File: src/rtl/spi_rtc_pkg.sv
`timescale 1ns/1ps
package spi_rtc_pkg;
  localparam int DATA_W       = 8;
  localparam int ADDR_W       = 4;
  localparam int NREG         = 1 << ADDR_W;
  localparam int CMD_RD_BIT   = 7;
  localparam int CMD_MARK_BIT = 4;
  localparam int CTRL_ADDR    = 0;
  localparam int OSC_ADDR     = 2;
  localparam int STOP_BIT     = 5;
  localparam logic [7:0] SOFT_RST_VAL = 8'h58;
  localparam logic [7:0] OSC_DEFAULT  = 8'h80;

  typedef enum logic [1:0] {
    PH_CMD     = 2'd0,
    PH_WRITE   = 2'd1,
    PH_READ    = 2'd2,
    PH_DISCARD = 2'd3
  } phase_e;

  function automatic logic [7:0] reg_default(input int idx);
    return (idx == OSC_ADDR) ? OSC_DEFAULT : 8'h00;
  endfunction
endpackage

File: src/rtl/spi_rtc_sync.sv
`timescale 1ns/1ps
module spi_rtc_sync #(
  parameter int W      = 3,
  parameter int STAGES = 2
) (
  input  logic         clk_i,
  input  logic         rst_ni,
  input  logic [W-1:0] d_i,
  output logic [W-1:0] q_o
);
  for (genvar g = 0; g < STAGES; g++) begin : g_stage
    logic [W-1:0] q;
    if (g == 0) begin : g_first
      always_ff @(posedge clk_i or negedge rst_ni) begin
        if (!rst_ni) q <= '0;
        else         q <= d_i;
      end
    end else begin : g_next
      always_ff @(posedge clk_i or negedge rst_ni) begin
        if (!rst_ni) q <= '0;
        else         q <= g_stage[g-1].q;
      end
    end
  end
  assign q_o = g_stage[STAGES-1].q;
endmodule

File: src/rtl/spi_rtc_shifter.sv
`timescale 1ns/1ps
module spi_rtc_shifter
  import spi_rtc_pkg::*;
#(
  parameter int DW = DATA_W,
  parameter int AW = ADDR_W
) (
  input  logic          clk_i,
  input  logic          rst_ni,
  input  logic          cs_s_i,
  input  logic          sclk_s_i,
  input  logic          mosi_s_i,
  input  logic [DW-1:0] rd_data_i,
  output logic [AW-1:0] addr_o,
  output logic          wr_en_o,
  output logic [DW-1:0] wr_data_o,
  output logic          tx_msb_o
);
  localparam int CNT_W = $clog2(DW);
  localparam logic [CNT_W-1:0] LAST_BIT = CNT_W'(DW - 1);

  logic              sclk_d_q;
  logic [CNT_W-1:0]  cnt_q;
  logic [DW-2:0]     rx_q;
  logic [DW-1:0]     tx_q;
  logic [AW-1:0]     addr_q;
  phase_e            ph_q;

  logic          rise, fall, byte_done;
  logic [DW-1:0] rx_next;

  assign rise      = cs_s_i &  sclk_s_i & ~sclk_d_q;
  assign fall      = cs_s_i & ~sclk_s_i &  sclk_d_q;
  assign rx_next   = {rx_q, mosi_s_i};
  assign byte_done = rise && (cnt_q == LAST_BIT);

  always_ff @(posedge clk_i or negedge rst_ni) begin
    if (!rst_ni) sclk_d_q <= 1'b0;
    else         sclk_d_q <= sclk_s_i;
  end

  always_ff @(posedge clk_i or negedge rst_ni) begin
    if (!rst_ni) begin
      cnt_q  <= '0;
      rx_q   <= '0;
      tx_q   <= '0;
      addr_q <= '0;
      ph_q   <= PH_CMD;
    end else if (!cs_s_i) begin
      cnt_q <= '0;
      rx_q  <= '0;
      tx_q  <= '0;
      ph_q  <= PH_CMD;
    end else begin
      if (rise) begin
        cnt_q <= byte_done ? '0 : cnt_q + 1'b1;
        rx_q  <= rx_next[DW-2:0];
        if (byte_done) begin
          unique case (ph_q)
            PH_CMD: begin
              if (rx_next[CMD_MARK_BIT]) begin
                ph_q   <= rx_next[CMD_RD_BIT] ? PH_READ : PH_WRITE;
                addr_q <= rx_next[AW-1:0];
              end else begin
                ph_q <= PH_DISCARD;
              end
            end
            PH_WRITE: addr_q <= addr_q + 1'b1;
            default: ;
          endcase
        end
      end
      if (fall) begin
        if (ph_q == PH_READ && cnt_q == '0) begin
          tx_q   <= rd_data_i;
          addr_q <= addr_q + 1'b1;
        end else begin
          tx_q <= {tx_q[DW-2:0], 1'b0};
        end
      end
    end
  end

  assign addr_o    = addr_q;
  assign wr_en_o   = byte_done && (ph_q == PH_WRITE);
  assign wr_data_o = rx_next;
  assign tx_msb_o  = tx_q[DW-1];

  // deselect clears the shift state
  a_r1_deselect_clears: assert property (@(posedge clk_i) disable iff (!rst_ni)
    !cs_s_i |=> (tx_q == '0) && (cnt_q == '0) && (ph_q == PH_CMD));
  // a discarded transaction never writes
  a_r3_discard_no_write: assert property (@(posedge clk_i) disable iff (!rst_ni)
    (ph_q == PH_DISCARD) |-> !wr_en_o);
  // write bursts step the address by one, modulo the register count
  a_r4_write_addr_step: assert property (@(posedge clk_i) disable iff (!rst_ni)
    (byte_done && ph_q == PH_WRITE) |=> addr_q == AW'($past(addr_q) + 1'b1));
  // read bursts step the address on each byte load
  a_r4_read_addr_step: assert property (@(posedge clk_i) disable iff (!rst_ni)
    (fall && ph_q == PH_READ && cnt_q == '0) |=> addr_q == AW'($past(addr_q) + 1'b1));
endmodule

File: src/rtl/spi_rtc_regfile.sv
`timescale 1ns/1ps
module spi_rtc_regfile
  import spi_rtc_pkg::*;
#(
  parameter int DW = DATA_W,
  parameter int AW = ADDR_W
) (
  input  logic          clk_i,
  input  logic          rst_ni,
  input  logic          spi_we_i,
  input  logic [AW-1:0] spi_addr_i,
  input  logic [DW-1:0] spi_wdata_i,
  input  logic          core_we_i,
  input  logic [AW-1:0] core_addr_i,
  input  logic [DW-1:0] core_wdata_i,
  input  logic [AW-1:0] rd_addr_i,
  output logic [DW-1:0] rd_data_o,
  output logic          stop_o
);
  localparam int N = 1 << AW;

  logic [DW-1:0] regs_q [N];
  logic          soft_rst;

  assign soft_rst = spi_we_i && (spi_addr_i == AW'(CTRL_ADDR)) &&
                    (spi_wdata_i == DW'(SOFT_RST_VAL));

  always_ff @(posedge clk_i or negedge rst_ni) begin
    if (!rst_ni) begin
      for (int i = 0; i < N; i++) regs_q[i] <= DW'(reg_default(i));
    end else if (soft_rst) begin
      for (int i = 0; i < N; i++) regs_q[i] <= DW'(reg_default(i));
    end else begin
      for (int i = 0; i < N; i++) begin
        if (spi_we_i && spi_addr_i == AW'(i))        regs_q[i] <= spi_wdata_i;
        else if (core_we_i && core_addr_i == AW'(i)) regs_q[i] <= core_wdata_i;
      end
    end
  end

  assign rd_data_o = regs_q[rd_addr_i];
  assign stop_o    = regs_q[CTRL_ADDR][STOP_BIT];

  // the reset pattern restores the defaults on the next cycle
  a_r8_soft_reset: assert property (@(posedge clk_i) disable iff (!rst_ni)
    soft_rst |=> (regs_q[CTRL_ADDR] == '0) && (regs_q[OSC_ADDR] == DW'(OSC_DEFAULT)) && !stop_o);
  // an ordinary write to register 0 sets the stop pin from bit 5
  a_r7_stop_follows: assert property (@(posedge clk_i) disable iff (!rst_ni)
    (spi_we_i && spi_addr_i == AW'(CTRL_ADDR) && !soft_rst) |=> stop_o == $past(spi_wdata_i[STOP_BIT]));
endmodule

File: src/rtl/spi_rtc_regif.sv
`timescale 1ns/1ps
module spi_rtc_regif
  import spi_rtc_pkg::*;
#(
  parameter int ADDR_W_P    = ADDR_W,
  parameter int DATA_W_P    = DATA_W,
  parameter int SYNC_STAGES = 2
) (
  input  logic                clk_i,
  input  logic                rst_ni,
  input  logic                spi_cs_i,
  input  logic                spi_sclk_i,
  input  logic                spi_mosi_i,
  output logic                spi_miso_o,
  input  logic                core_we_i,
  input  logic [ADDR_W_P-1:0] core_addr_i,
  input  logic [DATA_W_P-1:0] core_wdata_i,
  output logic                stop_o,
  output logic                host_wr_valid_o,
  output logic [ADDR_W_P-1:0] host_wr_addr_o,
  output logic [DATA_W_P-1:0] host_wr_data_o
);
  logic [2:0]          pins_s;
  logic [ADDR_W_P-1:0] addr;
  logic                wr_en;
  logic [DATA_W_P-1:0] wr_data;
  logic [DATA_W_P-1:0] rd_data;
  logic                tx_msb;

  spi_rtc_sync #(.W(3), .STAGES(SYNC_STAGES)) sync_i (
    .clk_i  (clk_i),
    .rst_ni (rst_ni),
    .d_i    ({spi_cs_i, spi_sclk_i, spi_mosi_i}),
    .q_o    (pins_s)
  );

  spi_rtc_shifter #(.DW(DATA_W_P), .AW(ADDR_W_P)) shift_i (
    .clk_i     (clk_i),
    .rst_ni    (rst_ni),
    .cs_s_i    (pins_s[2]),
    .sclk_s_i  (pins_s[1]),
    .mosi_s_i  (pins_s[0]),
    .rd_data_i (rd_data),
    .addr_o    (addr),
    .wr_en_o   (wr_en),
    .wr_data_o (wr_data),
    .tx_msb_o  (tx_msb)
  );

  spi_rtc_regfile #(.DW(DATA_W_P), .AW(ADDR_W_P)) regs_i (
    .clk_i        (clk_i),
    .rst_ni       (rst_ni),
    .spi_we_i     (wr_en),
    .spi_addr_i   (addr),
    .spi_wdata_i  (wr_data),
    .core_we_i    (core_we_i),
    .core_addr_i  (core_addr_i),
    .core_wdata_i (core_wdata_i),
    .rd_addr_i    (addr),
    .rd_data_o    (rd_data),
    .stop_o       (stop_o)
  );

  always_ff @(posedge clk_i or negedge rst_ni) begin
    if (!rst_ni) begin
      host_wr_valid_o <= 1'b0;
      host_wr_addr_o  <= '0;
      host_wr_data_o  <= '0;
    end else begin
      host_wr_valid_o <= wr_en;
      if (wr_en) begin
        host_wr_addr_o <= addr;
        host_wr_data_o <= wr_data;
      end
    end
  end

  assign spi_miso_o = spi_cs_i & tx_msb;

  // each committed byte gives a single-cycle notification
  a_r5_single_pulse: assert property (@(posedge clk_i) disable iff (!rst_ni)
    host_wr_valid_o |=> !host_wr_valid_o);
endmodule

File: config.mk
export PLATFORM = sky130hd
export DESIGN_NAME = spi_rtc_regif
export DESIGN_NICKNAME = d
export VERILOG_FILES = /design/src/rtl/spi_rtc_pkg.sv /design/src/rtl/spi_rtc_sync.sv /design/src/rtl/spi_rtc_shifter.sv /design/src/rtl/spi_rtc_regfile.sv /design/src/rtl/spi_rtc_regif.sv
export SDC_FILE = /design/constraint.sdc
export NUM_CORES = 1
export LEC_CHECK = 0
export BUFFER_PORTS_ARGS = -buffer_cell sky130_fd_sc_hd__buf_2
export CAP_MARGIN = 15
export CORE_UTILIZATION = 52
export CTS_BUF_LIST = sky130_fd_sc_hd__clkbuf_4 sky130_fd_sc_hd__clkbuf_8
export DETAILED_ROUTE_END_ITERATION = 6
export PLACE_DENSITY_LB_ADDON = 0.25
export SLEW_MARGIN = 20
export SYNTH_ARGS = -nofsm -noshare
export SYNTH_HDL_FRONTEND = slang
export SYNTH_SLANG_ARGS = --single-unit
File: constraint.sdc
create_clock -name clk_i -period 3.3 [get_ports clk_i]
set_clock_uncertainty 0.05 [all_clocks]
set_input_delay 0.66 -clock clk_i [delete_from_list [all_inputs] [get_ports clk_i]]
set_output_delay 0.66 -clock clk_i [all_outputs]
set_load 0.01 [all_outputs]
After elaboration in Yosys (flattened, before gate mapping)
Cells that the tools add are included.
{"block": "classes", "addsub": 2, "n_lt_le_gt_ge": 1, "n_eq_ne": 38, "mux": 56, "bitwise": 8, "reduce_logical": 57}
{"cell": "8-bit two-way mux", "n": 37}
{"cell": "128-bit two-way mux", "n": 1}
{"cell": "4-bit == test, second input constant", "n": 16}
{"cell": "3-bit nonzero test", "n": 16}
{"cell": "1-bit logical AND", "n": 36}
{"cell": "8-bit binary-select mux with 4-bit select", "n": 1}
{"cell": "4-bit by 3-bit == test with 1-bit output, second input constant", "n": 8}
{"cell": "4-bit two-way mux", "n": 5}
{"cell": "4-bit by 2-bit == test with 1-bit output, second input constant", "n": 4}
{"cell": "7-bit two-way mux", "n": 2}
{"cell": "2-bit two-way mux", "n": 6}
{"cell": "3-bit two-way mux", "n": 3}
{"cell": "4-bit by 1-bit == test with 1-bit output, second input constant", "n": 2}
{"cell": "8-bit by 7-bit == test with 1-bit output, second input constant", "n": 1}
{"cell": "4-bit zero test", "n": 2}
{"cell": "2-bit by 1-bit inequality test with 1-bit output, second input constant", "n": 4}
{"cell": "4-bit case mux with 2 select lines", "n": 1}
{"cell": "1-bit bitwise AND", "n": 5}
{"cell": "5-bit greater-or-equal comparator, second input constant", "n": 1}
{"cell": "4-bit inverter with 5-bit output", "n": 1}
{"cell": "4-bit by 1-bit adder with 4-bit output, second input constant", "n": 1}
{"cell": "3-bit by 1-bit adder with 3-bit output, second input constant", "n": 1}
{"cell": "3-bit == test, second input constant", "n": 1}
{"cell": "3-bit zero test", "n": 1}
{"cell": "other kinds (5)", "n": 6}
{"block": "word_totals", "register_bits": 172, "input_bits": 18, "out_inout_bits": 15, "wordCells": 189}

Logic depth before layout (Yosys ltp)
{"block": "depth", "ltp_word": 7, "ltp_mapped": 12, "mapped_depth_nobuf": 6}

Modules after synthesis
From an unflattened synthesis, not the netlist that was laid out.
{"block": "hier_totals", "cells_unflattened": 1003, "hier_area_um2": 9724.3}
{"module": "spi_rtc_regfile", "instances": 1, "cells_per_inst": 838, "area_per_inst_um2": 7728.7, "seq_area_each_um2": 3204.3}
{"module": "spi_rtc_shifter", "instances": 1, "cells_per_inst": 132, "area_per_inst_um2": 1330.0, "seq_area_each_um2": 625.6}
{"module": "spi_rtc_regif", "instances": 1, "cells_per_inst": 27, "area_per_inst_um2": 515.5, "seq_area_each_um2": 325.3}
{"module": "spi_rtc_sync", "instances": 1, "cells_per_inst": 6, "area_per_inst_um2": 150.1, "seq_area_each_um2": 150.1}

Least setup slack after synthesis
OpenSTA, ideal clock, no wires.
{"block": "synth_timing", "path_kind": "flip-flop to flip-flop", "startpoint": "register shift_i.addr_q[0] (netlist: shift_i.addr_o[0])", "endpoint": "register regs_i.regs_q[11] (netlist name)", "setup_time_ns": 0.147, "arrival_time_ns": 2.251, "required_time_ns": 3.103, "path_slack_ns": 0.852, "stages_incl_launch_ff": 13, "path_buffers": 6, "period_less_slack_ns": 2.448, "cell_sequence": "dfrtp_1 > buf_6 > buf_12 > buf_6 > buf_2 > inv_1 > ha_1 > nor3b_1 > nand4_1 > and2b_1 > buf_2 > buf_2 > a311oi_1"}
{"block": "synth_between", "elab_chain_cells": 4, "elab_cells_between_ends": 8, "cone_classes": "eq/ne: 1; mux: 2; reduce/logical: 5"}
{"element": "start, declared", "line": "spi_rtc_shifter.sv:26", "source": "logic [AW-1:0] addr_q;"}
{"element": "start signal, assigned", "line": "spi_rtc_shifter.sv:63", "source": "addr_q <= rx_next[AW-1:0];"}
{"element": "start signal, assigned", "line": "spi_rtc_shifter.sv:68", "source": "PH_WRITE: addr_q <= addr_q + 1'b1;"}
{"element": "start signal, assigned", "line": "spi_rtc_shifter.sv:76", "source": "addr_q <= addr_q + 1'b1;"}
{"element": "4-bit == test / 4-bit zero test (equally long branches)", "line": "spi_rtc_regfile.sv:35, spi_rtc_regfile.sv:25"}
{"element": "1-bit logical AND, on equally long branches", "line": "spi_rtc_regfile.sv:35, spi_rtc_regfile.sv:25"}
{"element": "8-bit two-way mux / 1-bit logical AND (equally long branches)", "line": "spi_rtc_regfile.sv:35, spi_rtc_regfile.sv:25"}
{"element": "128-bit two-way mux / 3-bit nonzero test (equally long branches)"}
{"element": "end signal, assigned by index", "line": "spi_rtc_regfile.sv:35", "source": "if (spi_we_i && spi_addr_i == AW'(i)) regs_q[i] <= spi_wdata_i;"}
{"element": "end signal, assigned by index", "line": "spi_rtc_regfile.sv:36", "source": "else if (core_we_i && core_addr_i == AW'(i)) regs_q[i] <= core_wdata_i;"}
{"element": "end, declared", "line": "spi_rtc_regfile.sv:22", "source": "logic [DW-1:0] regs_q [N];"}
Parallel ways exist; a longest one is shown, timed or not.
A chain may end at the register's enable or synchronous reset.

Worst setup path in the final report
{"block": "layout_timing", "startpoint": "register shift_i.addr_q[0] (netlist: shift_i.addr_o[0])", "endpoint": "register regs_i.regs_q[18] (netlist name)"}
Same word-level chain as after synthesis.

==> metrics list <==
- Setup violations remaining at the end of the flow were counted as 0.
* Cell with the largest stage delay on the worst path: dfrtp_2
* Number of antenna violations at the first check in global routing: 0
- The count of endpoints failing hold in the final timing report came to 0.
- Cell breakdown of the critical path: buf_4, ha_1, and2_1, nand4_1, a311oi_1
- The worst pin sits at a relative slew slack of 0.3030.
- Entering global routing, the biggest net connects 74 pins.
* Number of max-slew violations in the final report: 0
- Number of remaining DRC errors: 6
* Global-route wire length before repair: 45,240 um
* Fin nets: 984
* Port Buffers: 32
* Die span in x: 138.5 um
- The tree built by TritonCTS fans out to between 150 and 200 sinks.
- Static power due to leakage: 4.537 nW
- Number of hold buffers added after CTS: 0
- For the finished layout, the period the worst path requires is 2645 ps.
- Across the run, the number of max-cap violations was 0.
* Arrival time reported for the critical path endpoint: slightly below 3000 ps
- Crit Path Class: reg2reg
- Worst setup SP type: flop
* Peak supply drop: 0.3494 mV
- The checks that failed: design-rule violations.
* Area growth syn-to-layout: 7.284%
- Count of different cell masters after synthesis: 54
* TritonCTS buffer count: 17
- The most used flip-flop cell after synthesis is dfrtp_1.
* Cts repair resizes: 0
- For this configuration, the core starts out at a cell density of 0.5357.
* Pwr Total: 5.121 mW
- The detail route stage leaves a number of antenna-violating nets equal to 0.
- The number of buffers and inverters on the critical path is 1.
- Post-Synthesis Mean Instance Area: 9.988 sq um
* Global-route usage over all layers: 0.3078
- Core ar.: 0.01809 sq mm
- Clock tree synthesis selected as its root buffer the cell clkbuf_8.
- After detailed routing, the total wire length is 28,410 um.
- The largest single stage delay on the critical path is 570 ps.
- DR vias: 7,998
- The die covers between 0.015 and 0.02 sq mm.
- Count of yosys warnings during synthesis: 0
- Clock-pin slew was measured on the worst setup and hold paths at 100 ps.
- The mapped netlist covers 0.009688 sq mm.
* Diodes inserted: 0
- Worst min-delay path category: in2async
- After global routing the overflow that remains totals 0.
* Clock tree from TritonCTS: done
- Dividing the detail-routed via count by the number of cells gives 6.659.
- Counting flops and latches in the post-synthesis netlist gives between 150 and 200.
- Yosys attributes the largest share of cell area to dfrtp_1 (44%), mux2i_1 (10%), a211oi_1 (5.9%).
- The floorplan step set the die height to between 100 and 150 um.
* Number of detailed-route iterations in the first pass: 7
- Crit share post-route: 0.8014
- Largest fanout on the critical path: 27
- Adding up every negative setup slack in the final design gives 0 ps.
- Counting every net in the synthesized netlist gives 995.
* HPWL reported at the end of detailed placement: 17,910 um
- Via count of the first global-routing pass: 7,534
- Ratio of cells with drive above 1 in the final layout: 0.1409
- Counting every instance in the synthesized netlist gives 970.
* Required time worst endpoint: 3640 ps
- Outcome: complete, but fails checks
- Based on the critical path, the design can be clocked at up to 0.3781 GHz.
- The H-tree was split into 4 levels.
* Critical Path End Type: flop
- The clock passes through at most 2 buffers.
- Once the clock tree was built, the setup fixing pass inserted 0 buffers.
- Worst Max-Slew Pin Slew: about 1000 ps
- The share of synthesized area in the top cell type comes to 0.4417.
- The initialized floorplan defines 49 standard-cell rows.
- Share of the yosys chip area belonging to registers: 0.4444
- Largest area contributor in the netlist: dfrtp_1
- The synthesized design contains 0 enable-type register cells.
- Counting flops with an async set or reset pin after synthesis yields a share of 1.000.
* Family with the most delay on the worst path: simple AND/OR/NAND/NOR gates
- RSZ-0062 raised after global routing: false
- Dividing the detail-routed wire length by the instance count gives 23.65 um.
- The congestion estimate from routability-driven global placement came to approximately 0.89.
- Areal power density over the cells: 492.7 mW/mm^2
- The detailed router finished its first iteration with 1,053 violations.
- Clock insertion delay at the later pin of the skew report: approximately 480 ps
- Pin placement for this block handled 33 I/O pins.
==> layout by cell type, fill, tap and decap left out, types with 3 or more instances in the layout <==
cell type / n
dfrtp_1: 170
nor2_1: 140
mux2i_1: 98
nand2_1: 82
a211oi_1: 76
o21ai_0: 73
a311oi_1: 49
buf_4: 32
buf_2: 31
clkbuf_8: 18
nand4_1: 17
mux2_2: 16
a21oi_1: 13
mux4_1: 12
o22ai_1: 12
nor2b_1: 10
mux4_2: 9
a22oi_1: 8
inv_1: 7
and2_1: 7
nand2b_1: 7
ha_1: 7
a22o_1: 6
nand3b_1: 5
and3b_1: 4
nand3_1: 4
inv_6: 4
buf_12: 4
and3_1: 3
nor2_4: 3
or3b_2: 3
a32oi_1: 3
nor4_1: 3
inv_8: 3
==> flip-flops by register name (all words and copies together) (netlist names), 3 cells and up <==
signal,count
sync_i.g_stage.q,3
shift_i.cnt_q,3
host_wr_data_o,8
shift_i.rx_q,7
shift_i.tx_q,8
shift_i.addr_o,4
regs_i.regs_q,127
sync_i.q_o,3
host_wr_addr_o,4
==> synth_stat cells, drive strengths merged (4+ instances only) <==
master  count
a211oi     76
a21oi      13
a22o        6
a22oi       8
a311oi     49
and2        9
and3b       4
buf        43
clkbuf     55
dfrtp     171
ha          7
inv         7
mux2       16
mux2i      98
mux4       21
nand2      82
nand2b      7
nand3       4
nand3b      5
nand4      17
nor2      144
nor2b      10
o21ai      74
o22ai      12
==> metal layers <==
| metal | global-route usage | wire length [um] | up-vias |
|---|---|---|---|
| met2 | 0.4555 | 12720 | 403 |
| li1 | - | - | 3558 |
| met1 | 0.4553 | 12390 | 3989 |
| met5 | 0 | 0 | - |
| met3 | 0.05404 | 2623 | 48 |
| met4 | 0.1070 | 675 | 0 |
==> final cells by class <==
type | instances | area (sq um)
timing repair buffer | 68 | 486.7
tap | 229 | 286.5
clock inverter | 14 | 152.6
fill | 1556 | 7692
sequential | 172 | 4307
inverter | 7 | 26.28
multi-input combinational | 693 | 4887
clock buffer | 18 | 247.7
==> final timing paths <==
path	cells after the start	slack, ps	startpoint	endpoint
max reg2reg	5	660	shift_i.addr_o[0]$_DFFE_PN0P_	regs_i.regs_q[18]$_DFFE_PN0P_
max in group asynchronous	2	2220	rst_ni	regs_i.regs_q[111]$_DFFE_PN1P_
min reg2reg	0	310	sync_i.g_stage[0].q[0]$_DFF_PN0_	sync_i.q_o[0]$_DFF_PN0_
min in group clk_i	1	230	spi_sclk_i	sync_i.g_stage[0].q[1]$_DFF_PN0_
min	1	170	rst_ni	regs_i.regs_q[92]$_DFFE_PN0P_
max	5	660	shift_i.addr_o[0]$_DFFE_PN0P_	regs_i.regs_q[18]$_DFFE_PN0P_
==> kinds of logic (layout without fill, tap and decap cells) <==
logic type,Yosys count,count (layout),synth area share
simple gates,303,303,0.1457
mux,135,135,0.1733
fa+ha+maj,7,7,0.009040
flops,172,172,0.4444
compound gates,248,248,0.1762
buf+inv,105,107,0.05140
==> power breakdown <==
group / internal, mW / total [mW] / leakage, nW / switching (mW)
registers: 2.48 / 2.72 / 2.05 / 0.233
logic: 0.448 / 0.872 / 2.29 / 0.424
clock network: 0.648 / 1.53 / 0.199 / 0.886
==> metrics by stage <==
step                instances  utilization  hold WS, ps  setup slack (ps)  area [sq um]
floorplan                 970            -        281.2             851.8          9688
global placement         1169       0.5525        285.7             794.2          9993
detailed placement       1169       0.5525        291.8             677.4          9993
CTS                      1201       0.5747        191.4             683.9         10390
global route             1201       0.5747        217.8             408.4         10390
finish                   1201       0.5747        169.8             655.5         10390
Power figures use the tool's default switching activity.
